$ cat src/rtl/irq_vec_pkg.sv
package irq_vec_pkg;
  localparam int unsigned DATA_W = 32;
  localparam int unsigned ADDR_W = 5;

  // Word offsets within the register window (byte address bits 4:2).
  typedef enum logic [2:0] {
    OFF_STAT = 3'd0,
    OFF_PEND = 3'd1,
    OFF_EN   = 3'd2,
    OFF_ACK  = 3'd3,
    OFF_SET  = 3'd4,
    OFF_CLR  = 3'd5,
    OFF_VEC  = 3'd6,
    OFF_CTL  = 3'd7
  } reg_off_e;

  // Control register bit positions.
  localparam int unsigned CTL_GEN_BIT = 0;
  localparam int unsigned CTL_ARM_BIT = 1;

  localparam logic [DATA_W-1:0] VEC_NONE = '1;
endpackage

$ cat src/rtl/irq_src_bank.sv
module irq_src_bank #(
  parameter int unsigned N_SRC     = 8,
  parameter logic [31:0] KIND_MASK = 32'h0
) (
  input  logic             clk,
  input  logic             rst_n,
  input  logic [N_SRC-1:0] irq_in,
  input  logic [N_SRC-1:0] ack_mask,
  input  logic [N_SRC-1:0] sw_set,
  output logic [N_SRC-1:0] status
);
  logic [N_SRC-1:0] prev_q;
  logic [N_SRC-1:0] hw_set;

  always_ff @(posedge clk or negedge rst_n) begin
    if (!rst_n) prev_q <= '0;
    else        prev_q <= irq_in;
  end

  for (genvar i = 0; i < N_SRC; i++) begin : g_line
    if (KIND_MASK[i]) begin : g_edge
      assign hw_set[i] = irq_in[i] & ~prev_q[i];

      p_edge_hold_r2: assert property (@(posedge clk) disable iff (!rst_n)
        (status[i] && !ack_mask[i]) |=> status[i])
        else $error("edge status bit %0d dropped without acknowledge", i);
    end else begin : g_level
      assign hw_set[i] = irq_in[i];

      p_level_set_r3: assert property (@(posedge clk) disable iff (!rst_n)
        irq_in[i] |=> status[i])
        else $error("level line %0d high but status clear", i);
    end

    always_ff @(posedge clk or negedge rst_n) begin
      if (!rst_n) status[i] <= 1'b0;
      else        status[i] <= hw_set[i] | sw_set[i] | (status[i] & ~ack_mask[i]);
    end

    p_ack_clear_r5: assert property (@(posedge clk) disable iff (!rst_n)
      (ack_mask[i] && !hw_set[i] && !sw_set[i]) |=> !status[i])
      else $error("acknowledge of line %0d did not clear status", i);
  end
endmodule

$ cat src/rtl/irq_lowest_enc.sv
module irq_lowest_enc #(
  parameter int unsigned N_SRC = 8,
  localparam int unsigned IDX_W = (N_SRC > 1) ? $clog2(N_SRC) : 1
) (
  input  logic [N_SRC-1:0] req,
  output logic             any,
  output logic [IDX_W-1:0] idx
);
  always_comb begin
    idx = '0;
    for (int i = N_SRC - 1; i >= 0; i--) begin
      if (req[i]) idx = IDX_W'(i);
    end
  end

  assign any = |req;
endmodule

$ cat src/rtl/irq_reg_port.sv
module irq_reg_port
  import irq_vec_pkg::*;
#(
  parameter int unsigned N_SRC = 8,
  localparam int unsigned IDX_W = (N_SRC > 1) ? $clog2(N_SRC) : 1
) (
  input  logic              clk,
  input  logic              rst_n,
  input  logic              bus_wr,
  input  logic              bus_rd,
  input  logic [ADDR_W-1:0] bus_addr,
  input  logic [DATA_W-1:0] bus_wdata,
  output logic [DATA_W-1:0] bus_rdata,
  input  logic [N_SRC-1:0]  status,
  input  logic [N_SRC-1:0]  pending,
  input  logic              vec_any,
  input  logic [IDX_W-1:0]  vec_idx,
  output logic [N_SRC-1:0]  enable,
  output logic [N_SRC-1:0]  ack_mask,
  output logic [N_SRC-1:0]  sw_set,
  output logic              gen_en,
  output logic              arm_en
);
  reg_off_e          off;
  logic [N_SRC-1:0]  wmask;
  logic [DATA_W-1:0] rd_mux;
  logic [DATA_W-1:0] stat_w, pend_w, en_w, vec_w;
  logic              unused_addr_bits;

  assign off   = reg_off_e'(bus_addr[4:2]);
  assign wmask = bus_wdata[N_SRC-1:0];
  assign unused_addr_bits = ^{bus_addr[1:0], bus_wdata};

  assign ack_mask = (bus_wr && off == OFF_ACK) ? wmask : '0;
  assign sw_set   = (bus_wr && off == OFF_STAT && !arm_en) ? wmask : '0;

  always_ff @(posedge clk or negedge rst_n) begin
    if (!rst_n) begin
      enable <= '0;
      gen_en <= 1'b0;
      arm_en <= 1'b0;
    end else if (bus_wr) begin
      unique case (off)
        OFF_EN:  enable <= wmask;
        OFF_SET: enable <= enable | wmask;
        OFF_CLR: enable <= enable & ~wmask;
        OFF_CTL: begin
          gen_en <= bus_wdata[CTL_GEN_BIT];
          arm_en <= arm_en | bus_wdata[CTL_ARM_BIT];
        end
        default: ;
      endcase
    end
  end

  always_comb begin
    stat_w = '0;
    pend_w = '0;
    en_w   = '0;
    vec_w  = '0;
    stat_w[N_SRC-1:0] = status;
    pend_w[N_SRC-1:0] = pending;
    en_w[N_SRC-1:0]   = enable;
    vec_w[IDX_W-1:0]  = vec_idx;
    if (!vec_any) vec_w = VEC_NONE;
    unique case (off)
      OFF_STAT: rd_mux = stat_w;
      OFF_PEND: rd_mux = pend_w;
      OFF_EN:   rd_mux = en_w;
      OFF_VEC:  rd_mux = vec_w;
      OFF_CTL: begin
        rd_mux = '0;
        rd_mux[CTL_GEN_BIT] = gen_en;
        rd_mux[CTL_ARM_BIT] = arm_en;
      end
      default:  rd_mux = '0;
    endcase
  end

  always_ff @(posedge clk or negedge rst_n) begin
    if (!rst_n)      bus_rdata <= '0;
    else if (bus_rd) bus_rdata <= rd_mux;
  end

  p_arm_sticky_r8: assert property (@(posedge clk) disable iff (!rst_n)
    arm_en |=> arm_en)
    else $error("output-arm bit cleared after being set");

  p_set_en_r4: assert property (@(posedge clk) disable iff (!rst_n)
    (bus_wr && off == OFF_SET) |=> ((enable & $past(wmask)) == $past(wmask)))
    else $error("set-enable write left a bit clear");

  p_clr_en_r4: assert property (@(posedge clk) disable iff (!rst_n)
    (bus_wr && off == OFF_CLR) |=> ((enable & $past(wmask)) == '0))
    else $error("clear-enable write left a bit set");

  p_rdata_hold_r12: assert property (@(posedge clk) disable iff (!rst_n)
    !bus_rd |=> $stable(bus_rdata))
    else $error("read data changed without a read");
endmodule

$ cat src/rtl/irq_vec_ctrl.sv
module irq_vec_ctrl
  import irq_vec_pkg::*;
#(
  parameter int unsigned N_SRC     = 8,
  parameter logic [31:0] KIND_MASK = 32'hFFFF_FFF0
) (
  input  logic              clk,
  input  logic              rst_n,
  input  logic [N_SRC-1:0]  irq_in,
  input  logic              bus_wr,
  input  logic              bus_rd,
  input  logic [ADDR_W-1:0] bus_addr,
  input  logic [DATA_W-1:0] bus_wdata,
  output logic [DATA_W-1:0] bus_rdata,
  output logic              irq_o
);
  localparam int unsigned IDX_W = (N_SRC > 1) ? $clog2(N_SRC) : 1;

  logic [N_SRC-1:0] status, enable, pending, ack_mask, sw_set, below_mask;
  logic             vec_any, gen_en, arm_en;
  logic [IDX_W-1:0] vec_idx;

  irq_src_bank #(.N_SRC(N_SRC), .KIND_MASK(KIND_MASK)) u_bank (
    .clk      (clk),
    .rst_n    (rst_n),
    .irq_in   (irq_in),
    .ack_mask (ack_mask),
    .sw_set   (sw_set),
    .status   (status)
  );

  assign pending = status & enable;

  irq_lowest_enc #(.N_SRC(N_SRC)) u_enc (
    .req (pending),
    .any (vec_any),
    .idx (vec_idx)
  );

  irq_reg_port #(.N_SRC(N_SRC)) u_regs (
    .clk       (clk),
    .rst_n     (rst_n),
    .bus_wr    (bus_wr),
    .bus_rd    (bus_rd),
    .bus_addr  (bus_addr),
    .bus_wdata (bus_wdata),
    .bus_rdata (bus_rdata),
    .status    (status),
    .pending   (pending),
    .vec_any   (vec_any),
    .vec_idx   (vec_idx),
    .enable    (enable),
    .ack_mask  (ack_mask),
    .sw_set    (sw_set),
    .gen_en    (gen_en),
    .arm_en    (arm_en)
  );

  assign irq_o = gen_en & arm_en & vec_any;

  assign below_mask = (N_SRC'(1) << vec_idx) - N_SRC'(1);

  p_vec_lowest_r7: assert property (@(posedge clk) disable iff (!rst_n)
    vec_any |-> (pending[vec_idx] && ((pending & below_mask) == '0)))
    else $error("vector does not name the lowest pending line");

  p_irq_gated_r9: assert property (@(posedge clk) disable iff (!rst_n)
    irq_o |-> (gen_en && arm_en && (pending != '0)))
    else $error("interrupt output raised without both enables and a pending line");
endmodule

$ cat config.mk
export PLATFORM = sky130hd
export DESIGN_NAME = irq_vec_ctrl
export DESIGN_NICKNAME = d
export VERILOG_FILES = /design/src/rtl/irq_vec_pkg.sv /design/src/rtl/irq_src_bank.sv /design/src/rtl/irq_lowest_enc.sv /design/src/rtl/irq_reg_port.sv /design/src/rtl/irq_vec_ctrl.sv
export SDC_FILE = /design/constraint.sdc
export NUM_CORES = 1
export LEC_CHECK = 0
export BUFFER_PORTS_ARGS = -buffer_cell sky130_fd_sc_hd__clkbuf_2
export CAP_MARGIN = 10
export CORE_MARGIN = 1
export CORE_UTILIZATION = 35
export CTS_BUF_LIST = sky130_fd_sc_hd__clkbuf_8
export DETAILED_ROUTE_END_ITERATION = 10
export PLACE_DENSITY = 0.64
export SYNTH_ARGS = -nofsm -noshare
export SYNTH_HDL_FRONTEND = slang
export SYNTH_SLANG_ARGS = --single-unit
$ cat constraint.sdc
create_clock -name clk -period 1.7 [get_ports clk]
set_clock_uncertainty 0.2 [all_clocks]
set_input_delay 0.17 -clock clk [delete_from_list [all_inputs] [get_ports clk]]
set_output_delay 0.17 -clock clk [all_outputs]
set_load 0.01 [all_outputs]
==> run summary, run 1 <==
The proportion of layout cells with a drive suffix above 1 is 43.0%. The arrival time reported for the critical path endpoint is 1.53 ns. The wire length per cell after detailed routing is 14.7 um. The core outline area is 5240 um2.

The H-tree depth reported by CTS is 2. The clock transition at the registers of the reported paths is 0.07 ns. The flow ran to the end, but the final reports show violations. The first detailed-routing pass took 5 iterations. The met3 routed wirelength came out at 247 um. The final hold violation count came out at 0.

The final setup slack of the worst path is -0.204 ns. The die height is 76.7 um. The initial standard-cell utilization of the core is 37.3%. Global routing used 18.0% of the available tracks across all layers. The highest achievable clock rate came out at 525 MHz. The number of fill cells came out at 504.

Yosys instantiated no cell more often than nand2_1. Along the worst path, the maximum fanout reaches 2. The initial antenna violation count is 0. The fraction of registers with async set or reset after synthesis came out at 100%. The global-route wire length before repair is 8.20 mm. Once placement finished, the instance area stood at 2250 um2. The sequential-to-total area share from yosys stat came out at 39.7%. Synthesis inferred 31 register bits. The synthesized area divided by synthesized cell count is 9.82 um2. The clock buffer count from CTS is 5.

The global route total overflow came out at 0. The diode insertion count for antenna repair came out at 0. In the routed layout, each cell is associated on average with a via count of 5.21. The remaining max-slew budget at the tightest pin is 72.4%. The worst setup path is launched from a flop. Clock tree synthesis found a total of 31 sinks.

The critical setup path kind is reg2out. The post-detailed-route DRC marker count is 0. The sequential cell area in the final layout came out at 777 um2. The required time of the critical path came out at 1.33 ns. The post-synthesis net count is 248.

Yosys mapped a number of flops with a built-in enable equal to 0. The worst hold path belongs to the class in2reg. VDD sags by at most 0.335 mV. The slew of the pin with the lowest slew margin came out at 0.413 ns. The buffer levels on the longest clock path is 2. The number of DRC markers after the initial detailed-route iteration came out at 70. The count of input and output buffers is 55. The total die area came out at 5890 um2.

The uppermost signal routing layer after detailed routing is met4. Setup repair after global routing could not meet its margin everywhere. The setup slack after placement is 0.0281 ns. The design draws 1.95 mW. For this run, the post-layout net count is 314. The final reports fail on setup timing. The routed length on met1 came out at 2.28 mm. Setup violations remaining at the end of the flow were counted as 8. The post-detailed-routing wire length came out at 4.94 mm. The dominant register cell in the synthesized netlist is dfrtp_1. The pin count of the biggest net entering global routing came out at 32. The die boundary width is 76.7 um. The yosys synthesis warning count came out at 0. The number of slew-limit violations in the final report came out at 0.

The synthesized netlist occupies a cell area of 1950 um2. The total via count after detailed routing is 1745. The power density over cell area came out at 764 nW/um2. The synthesized instance count came out at 199. In the synthesized netlist, the cells that appear most often are nand2_1, dfrtp_1, buf_4. The number of global-route vias before repair is 1684.

The worst slack on hold paths came out at 0.00480 ns. The worst setup path is captured at a primary output. In the finished design, the share of the clock period the worst path needs comes to 112%. The biggest area contributor in the post-synthesis netlist is dfrtp_1. The number of unique standard cell types used by synthesis is 37. By area the synthesized netlist is led by dfrtp_1, buf_4, a221oi_2. The portion of synthesized cell area occupied by the leading cell type came out at 39.7%. The number of cell rows came out at 26. The boundary pin count came out at 82. Wire segments on met2 add up to 2.35 mm in the final route. The area of combinational cells with multiple inputs came out at 956 um2. The layout overhead on the synthesized area came out at 30.8%. The final HPWL from detailed placement came out at 3.52 mm.

TritonCTS built the clock tree. The clock root buffer master is clkbuf_8. The tool flagged a number of max-cap violations equal to 0.

The shortest clock period the worst path allows after layout came out at 1.90 ns. The count of nets left with antenna violations after detail routing is 0. The worst-skew pair later-pin latency came out at 0.29 ns. At the end of routability-driven placement, the weighted congestion stood at 0.836. The design area came out at 2560 um2. For this design the static power due to leakage is 1.10 nW.
==> power breakdown <==
group,switching (mW),total [mW],internal [mW]
Sequential,0.0527,0.847,0.794
Clock,0.277,0.594,0.317
Combinational,0.272,0.513,0.242
Total,0.601,1.95,1.35
==> state kept, by name (all words and copies together), names as in the netlist <==
register          flops
u_bank.prev_q         4
u_regs.enable         8
u_bank.status         8
u_regs.gen_en         1
u_regs.bus_rdata      9
u_regs.arm_en         1
==> metrics by stage <==
step / instances / util, % / setup TNS, ns
2_1_floorplan: 199 / - / 0
3_3_place_gp: 311 / 42.9 / 0
3_5_place_dp: 311 / 42.9 / 0
4_1_cts: 334 / 47.8 / -0.221
5_1_grt: 335 / 48.8 / -1.45
6_report: 335 / 48.8 / -0.498
==> critical path, stage by stage (launching register included) <==
cell and delay, ns:
dfrtp_1 0.40, a222oi_1 0.42, buf_4 0.19, a41oi_2 0.09, clkbuf_2 0.15
==> layer usage <==
layer / global-route usage [%] / up-vias
li1: - / 858
met1: 23.8 / 835
met2: 28.2 / 47
met3: 4.40 / 5
met4: 7.12 / 0
met5: 0 / -
==> layout by cell type (no fill, tap or decap), types with 5 or more instances in the layout <==
cell type / n
clkbuf_2: 55
o22ai_1: 17
a32o_1: 6
dfrtp_1: 30
a21oi_2: 5
dlygate4sd3_1: 16
nand2b_1: 6
buf_4: 18
inv_1: 8
clkbuf_8: 6
a221oi_2: 9
a221o_1: 8
a21oi_1: 9
nand2_1: 33
==> path summary, 6_finish.rpt <==
check / from / endpoint / slack (ns) / cells after the start
worst min register to register: u_regs.bus_rdata[1] / u_regs.bus_rdata[1] / 0.33 / 2
min in group asynchronous: rst_n / u_regs.enable[2] / 0.25 / 3
max in group asynchronous: rst_n / u_regs.bus_rdata[30] / 0.73 / 3
worst min-delay path: bus_wdata[0] / u_bank.status[0] / 0.005 / 2
worst max-delay path: u_bank.status[7] / irq_o / -0.20 / 4
worst max register to register: u_bank.status[7] / u_regs.bus_rdata[0] / -0.07 / 5
==> kinds of logic (layout without fill, tap and decap cells) <==
kind of cell | Yosys count | after routing | share of synthesized area, %
buffers and inverters | 42 | 108 | 13.4
multiplexers | 5 | 5 | 2.69
flip-flops | 31 | 31 | 39.7
AO/OA/AOI/OAI | 67 | 67 | 29.4
AND/OR/NAND/NOR | 54 | 54 | 14.8
==> cell type report <==
type | count | share of cell area [%]
sequential | 31 | 30.4
inverter | 10 | 1.47
clock inverter | 1 | 0.196
timing repair buffer | 91 | 23.9
multi-input combinational | 126 | 37.4
clock buffer | 6 | 3.23
tap | 70 | 3.43
==> timing repair <==
| item | CTS | global route |
|---|---|---|
| hold buffers | 16 | 0 |
| hold endpoints to repair | 44 | 0 |
| setup endpoints to repair | 1 | 42 |
| buffers inserted | 0 | 1 |
| pin swaps | 3 | 8 |
| gates resized for setup | 1 | 9 |
Power figures use the tool's default switching activity.
==> run 2, diff against run 1 <==
--- a/config.mk
+++ b/config.mk
@@ -12,6 +12,7 @@
 export CTS_BUF_LIST = sky130_fd_sc_hd__clkbuf_8
 export DETAILED_ROUTE_END_ITERATION = 10
 export PLACE_DENSITY = 0.64
+export SETUP_SLACK_MARGIN = 0.1
 export SYNTH_ARGS = -nofsm -noshare
 export SYNTH_HDL_FRONTEND = slang
 export SYNTH_SLANG_ARGS = --single-unit
==> run summary, run 2 (same netlist as run 1, synthesis figures left out) <==
The die boundary width is 76.7 um (unchanged). The clock transition at the registers of the reported paths came out at 0.07 ns (about the same). The leakage power is 1.09 nW (-0.96%).

The number of slew-limit violations in the final report came out at 0 (unchanged). The clock tree from TritonCTS is done. The area of combinational cells with multiple inputs is 936 um2 (-2.1%).

In the layout the commonest cells are clkbuf_2, nand2_1, dfrtp_1. The setup path with the least slack is of type reg2out. The total via count after detailed routing is 1756 (+0.63%). The final core utilization is 48.2% (-0.62 points). The final setup slack of the worst path was -0.211 ns (-0.00657 ns). The peak per-stage delay on the critical path was 0.44 ns (+0.02 ns).

The count of nets left with antenna violations after detail routing came to 0 (unchanged). The H-tree depth reported by CTS is 2 (unchanged). The commonest non-fill, non-tap cell in the layout is clkbuf_2.

The required time of the critical path is 1.33 ns (about the same). The pin count of the biggest net entering global routing was 32 (unchanged). The largest registers in the layout are u_regs.bus_rdata: 9 flops, u_bank.status: 8 flops, u_regs.enable: 8 flops.

The kind of end point of the critical path is a primary output. The met2 layer usage reported by global route is 28.7% (+0.45 points). After global routing, the most crowded layer is met2. The post-detailed-routing wire length is 5.00 mm (+1.3%).

The buffer levels on the longest clock path came out at 2 (unchanged). The post-detailed-route DRC marker count is 0 (unchanged). The worst-skew pair later-pin latency came out at 0.29 ns (about the same).

The instance area after placement was 2250 um2 (unchanged). The via density per instance is 5.24 (+0.63%). The number of cell rows is 26 (unchanged).

The number of flip-flops in the largest register is 9 (unchanged). The final critical-path share of the clock period came to 112% (+0.39 points). The boundary pin count came out at 82 (unchanged). The sequential cell area in the final layout came out at 777 um2 (unchanged). The final total power was 1.95 mW (-0.15%). The final number of setup-violating endpoints came out at 7 (-1).

The final HPWL from detailed placement is 3.52 mm (unchanged). The register name with the most flops is u_regs.bus_rdata. The run finished, with violations left. The maximum resistive drop on vdd is 0.336 mV (+0.40%).

The clock buffer count from CTS came out at 5 (unchanged). The highest achievable clock rate is 523 MHz (-0.34%). The final-stage net count is 314 (unchanged). The initial antenna violation count came to 0 (unchanged). The number of global-route vias before repair came to 1704 (+1.2%). The total die area is 5890 um2 (unchanged).

The total clock sinks came to 31 (unchanged). The count of input and output buffers came out at 55 (unchanged). The slew of the pin with the lowest slew margin was 0.416 ns (+0.00271 ns).

In this run the clock root is driven by a clkbuf_8. The setup slack after placement is 0.0281 ns (unchanged). The number of max-capacitance violations reported came to 0 (unchanged). The shortest clock period the worst path allows after layout was 1.91 ns (+0.00657 ns). The initial standard-cell utilization of the core is 37.3% (unchanged). The global-route wire length before repair came out at 8.31 mm (+1.3%). The design area is 2520 um2 (-1.3%). The all-layer global routing usage came to 18.2% (+0.20 points). The highest net fanout along the worst path is 2 (unchanged). The arrival time reported for the critical path endpoint is 1.54 ns (about the same). The diode insertion count for antenna repair was 0 (unchanged).

The remaining max-slew budget at the tightest pin is 72.3% (-0.18 points). The global route total overflow came out at 0 (unchanged). The layout overhead on the synthesized area is 29.1%. The final hold violation count came out at 0 (unchanged). The worst hold path belongs to the class in2reg. The checks that failed: setup timing. The critical path startpoint category is a flop. The met3 usage came out at 4.40% (unchanged). The met1 layer usage reported by global route came out at 24.1% (+0.22 points). The power density over cell area came to 773 nW/um2 (+1.1%). The number of iterations in the first detailed-routing pass came to 4 (-1). The critical path goes through a222oi_1 > buf_4 > a41oi_2 > clkbuf_2. The number of fill cells is 514 (+2.0%). The die height is 76.7 um (unchanged). The wire length per cell after detailed routing came to 14.9 um (+1.3%). The core outline area came to 5240 um2 (unchanged). The sum of negative setup slack was -0.379 ns (+0.119 ns). The placer's final routability congestion estimate was 0.836 (unchanged). The number of DRC markers after the initial detailed-route iteration is 83 (+19%). Setup repair after global routing could not meet its margin everywhere.

The largest individual stage delay along the critical path comes from the cell a222oi_1. The proportion of layout cells with a drive suffix above 1 came out at 41.1% (-1.9 points).
[run 2: cell counts in the layout (fill, tap and decap cells not counted)]
Identical to the previous run, type by type.
[run 2: worst max-delay path, delay by kind of cell, from the launching register on]
kind	cells	cell delay (ns)
buffers and inverters	2	0.34
flip-flops	1	0.38
AO/OA/AOI/OAI	2	0.53
[run 2: final cells by class]
cell class | count | area share [%]
Clock buffer | 6 | 3.27
Clock inverter | 1 | 0.198
Inverter | 10 | 1.49
Multi-Input combinational cell | 126 | 37.1
Sequential cell | 31 | 30.8
Tap cell | 70 | 3.47
Timing Repair Buffer | 91 | 23.7
[run 2: final timing paths]
check | from | end | slack (ns) | depth (start not counted)
hold reg to reg | u_regs.bus_rdata[1] | u_regs.bus_rdata[1] | 0.33 | 2
max in group asynchronous | rst_n | u_regs.bus_rdata[30] | 0.74 | 3
setup / recovery | u_regs.enable[7] | irq_o | -0.21 | 4
setup reg to reg | u_regs.enable[2] | u_regs.bus_rdata[0] | -0.05 | 6
hold / removal | bus_wdata[0] | u_bank.status[0] | 0.002 | 2
min in group asynchronous | rst_n | u_bank.status[2] | 0.24 | 3
[run 2: where the power goes]
part           leakage (nW)  switching (mW)  internal (mW)
clock                0.0470           0.280          0.317
combinational         0.672           0.269          0.238
sequential            0.369          0.0524          0.794
total                  1.09           0.602           1.35
[run 2: what timing repair did]
action | in CTS | in global routing
pin swaps | 5 | 1
hold buffers | 16 | 0
buffers inserted | 1 | 0
endpoints found under the hold margin | 44 | 0
gates cloned | 0 | 0
resized for setup | 4 | 1
endpoints found under the setup margin | 33 | 10
[run 2: layer usage]
metal / up-vias / part of all wire, %
li1: 860 / -
met1: 844 / 47
met2: 45 / 47
met3: 7 / 4.1
met4: 0 / 1.4
met5: - / 0
[run 2: metrics by stage]
stage	hold WS, ns	instances
floorplan	-0.326	199
global placement	0.0149	311
detailed placement	0.0195	311
CTS	0.00158	335
global route	0.0121	335
finish	0.00240	335
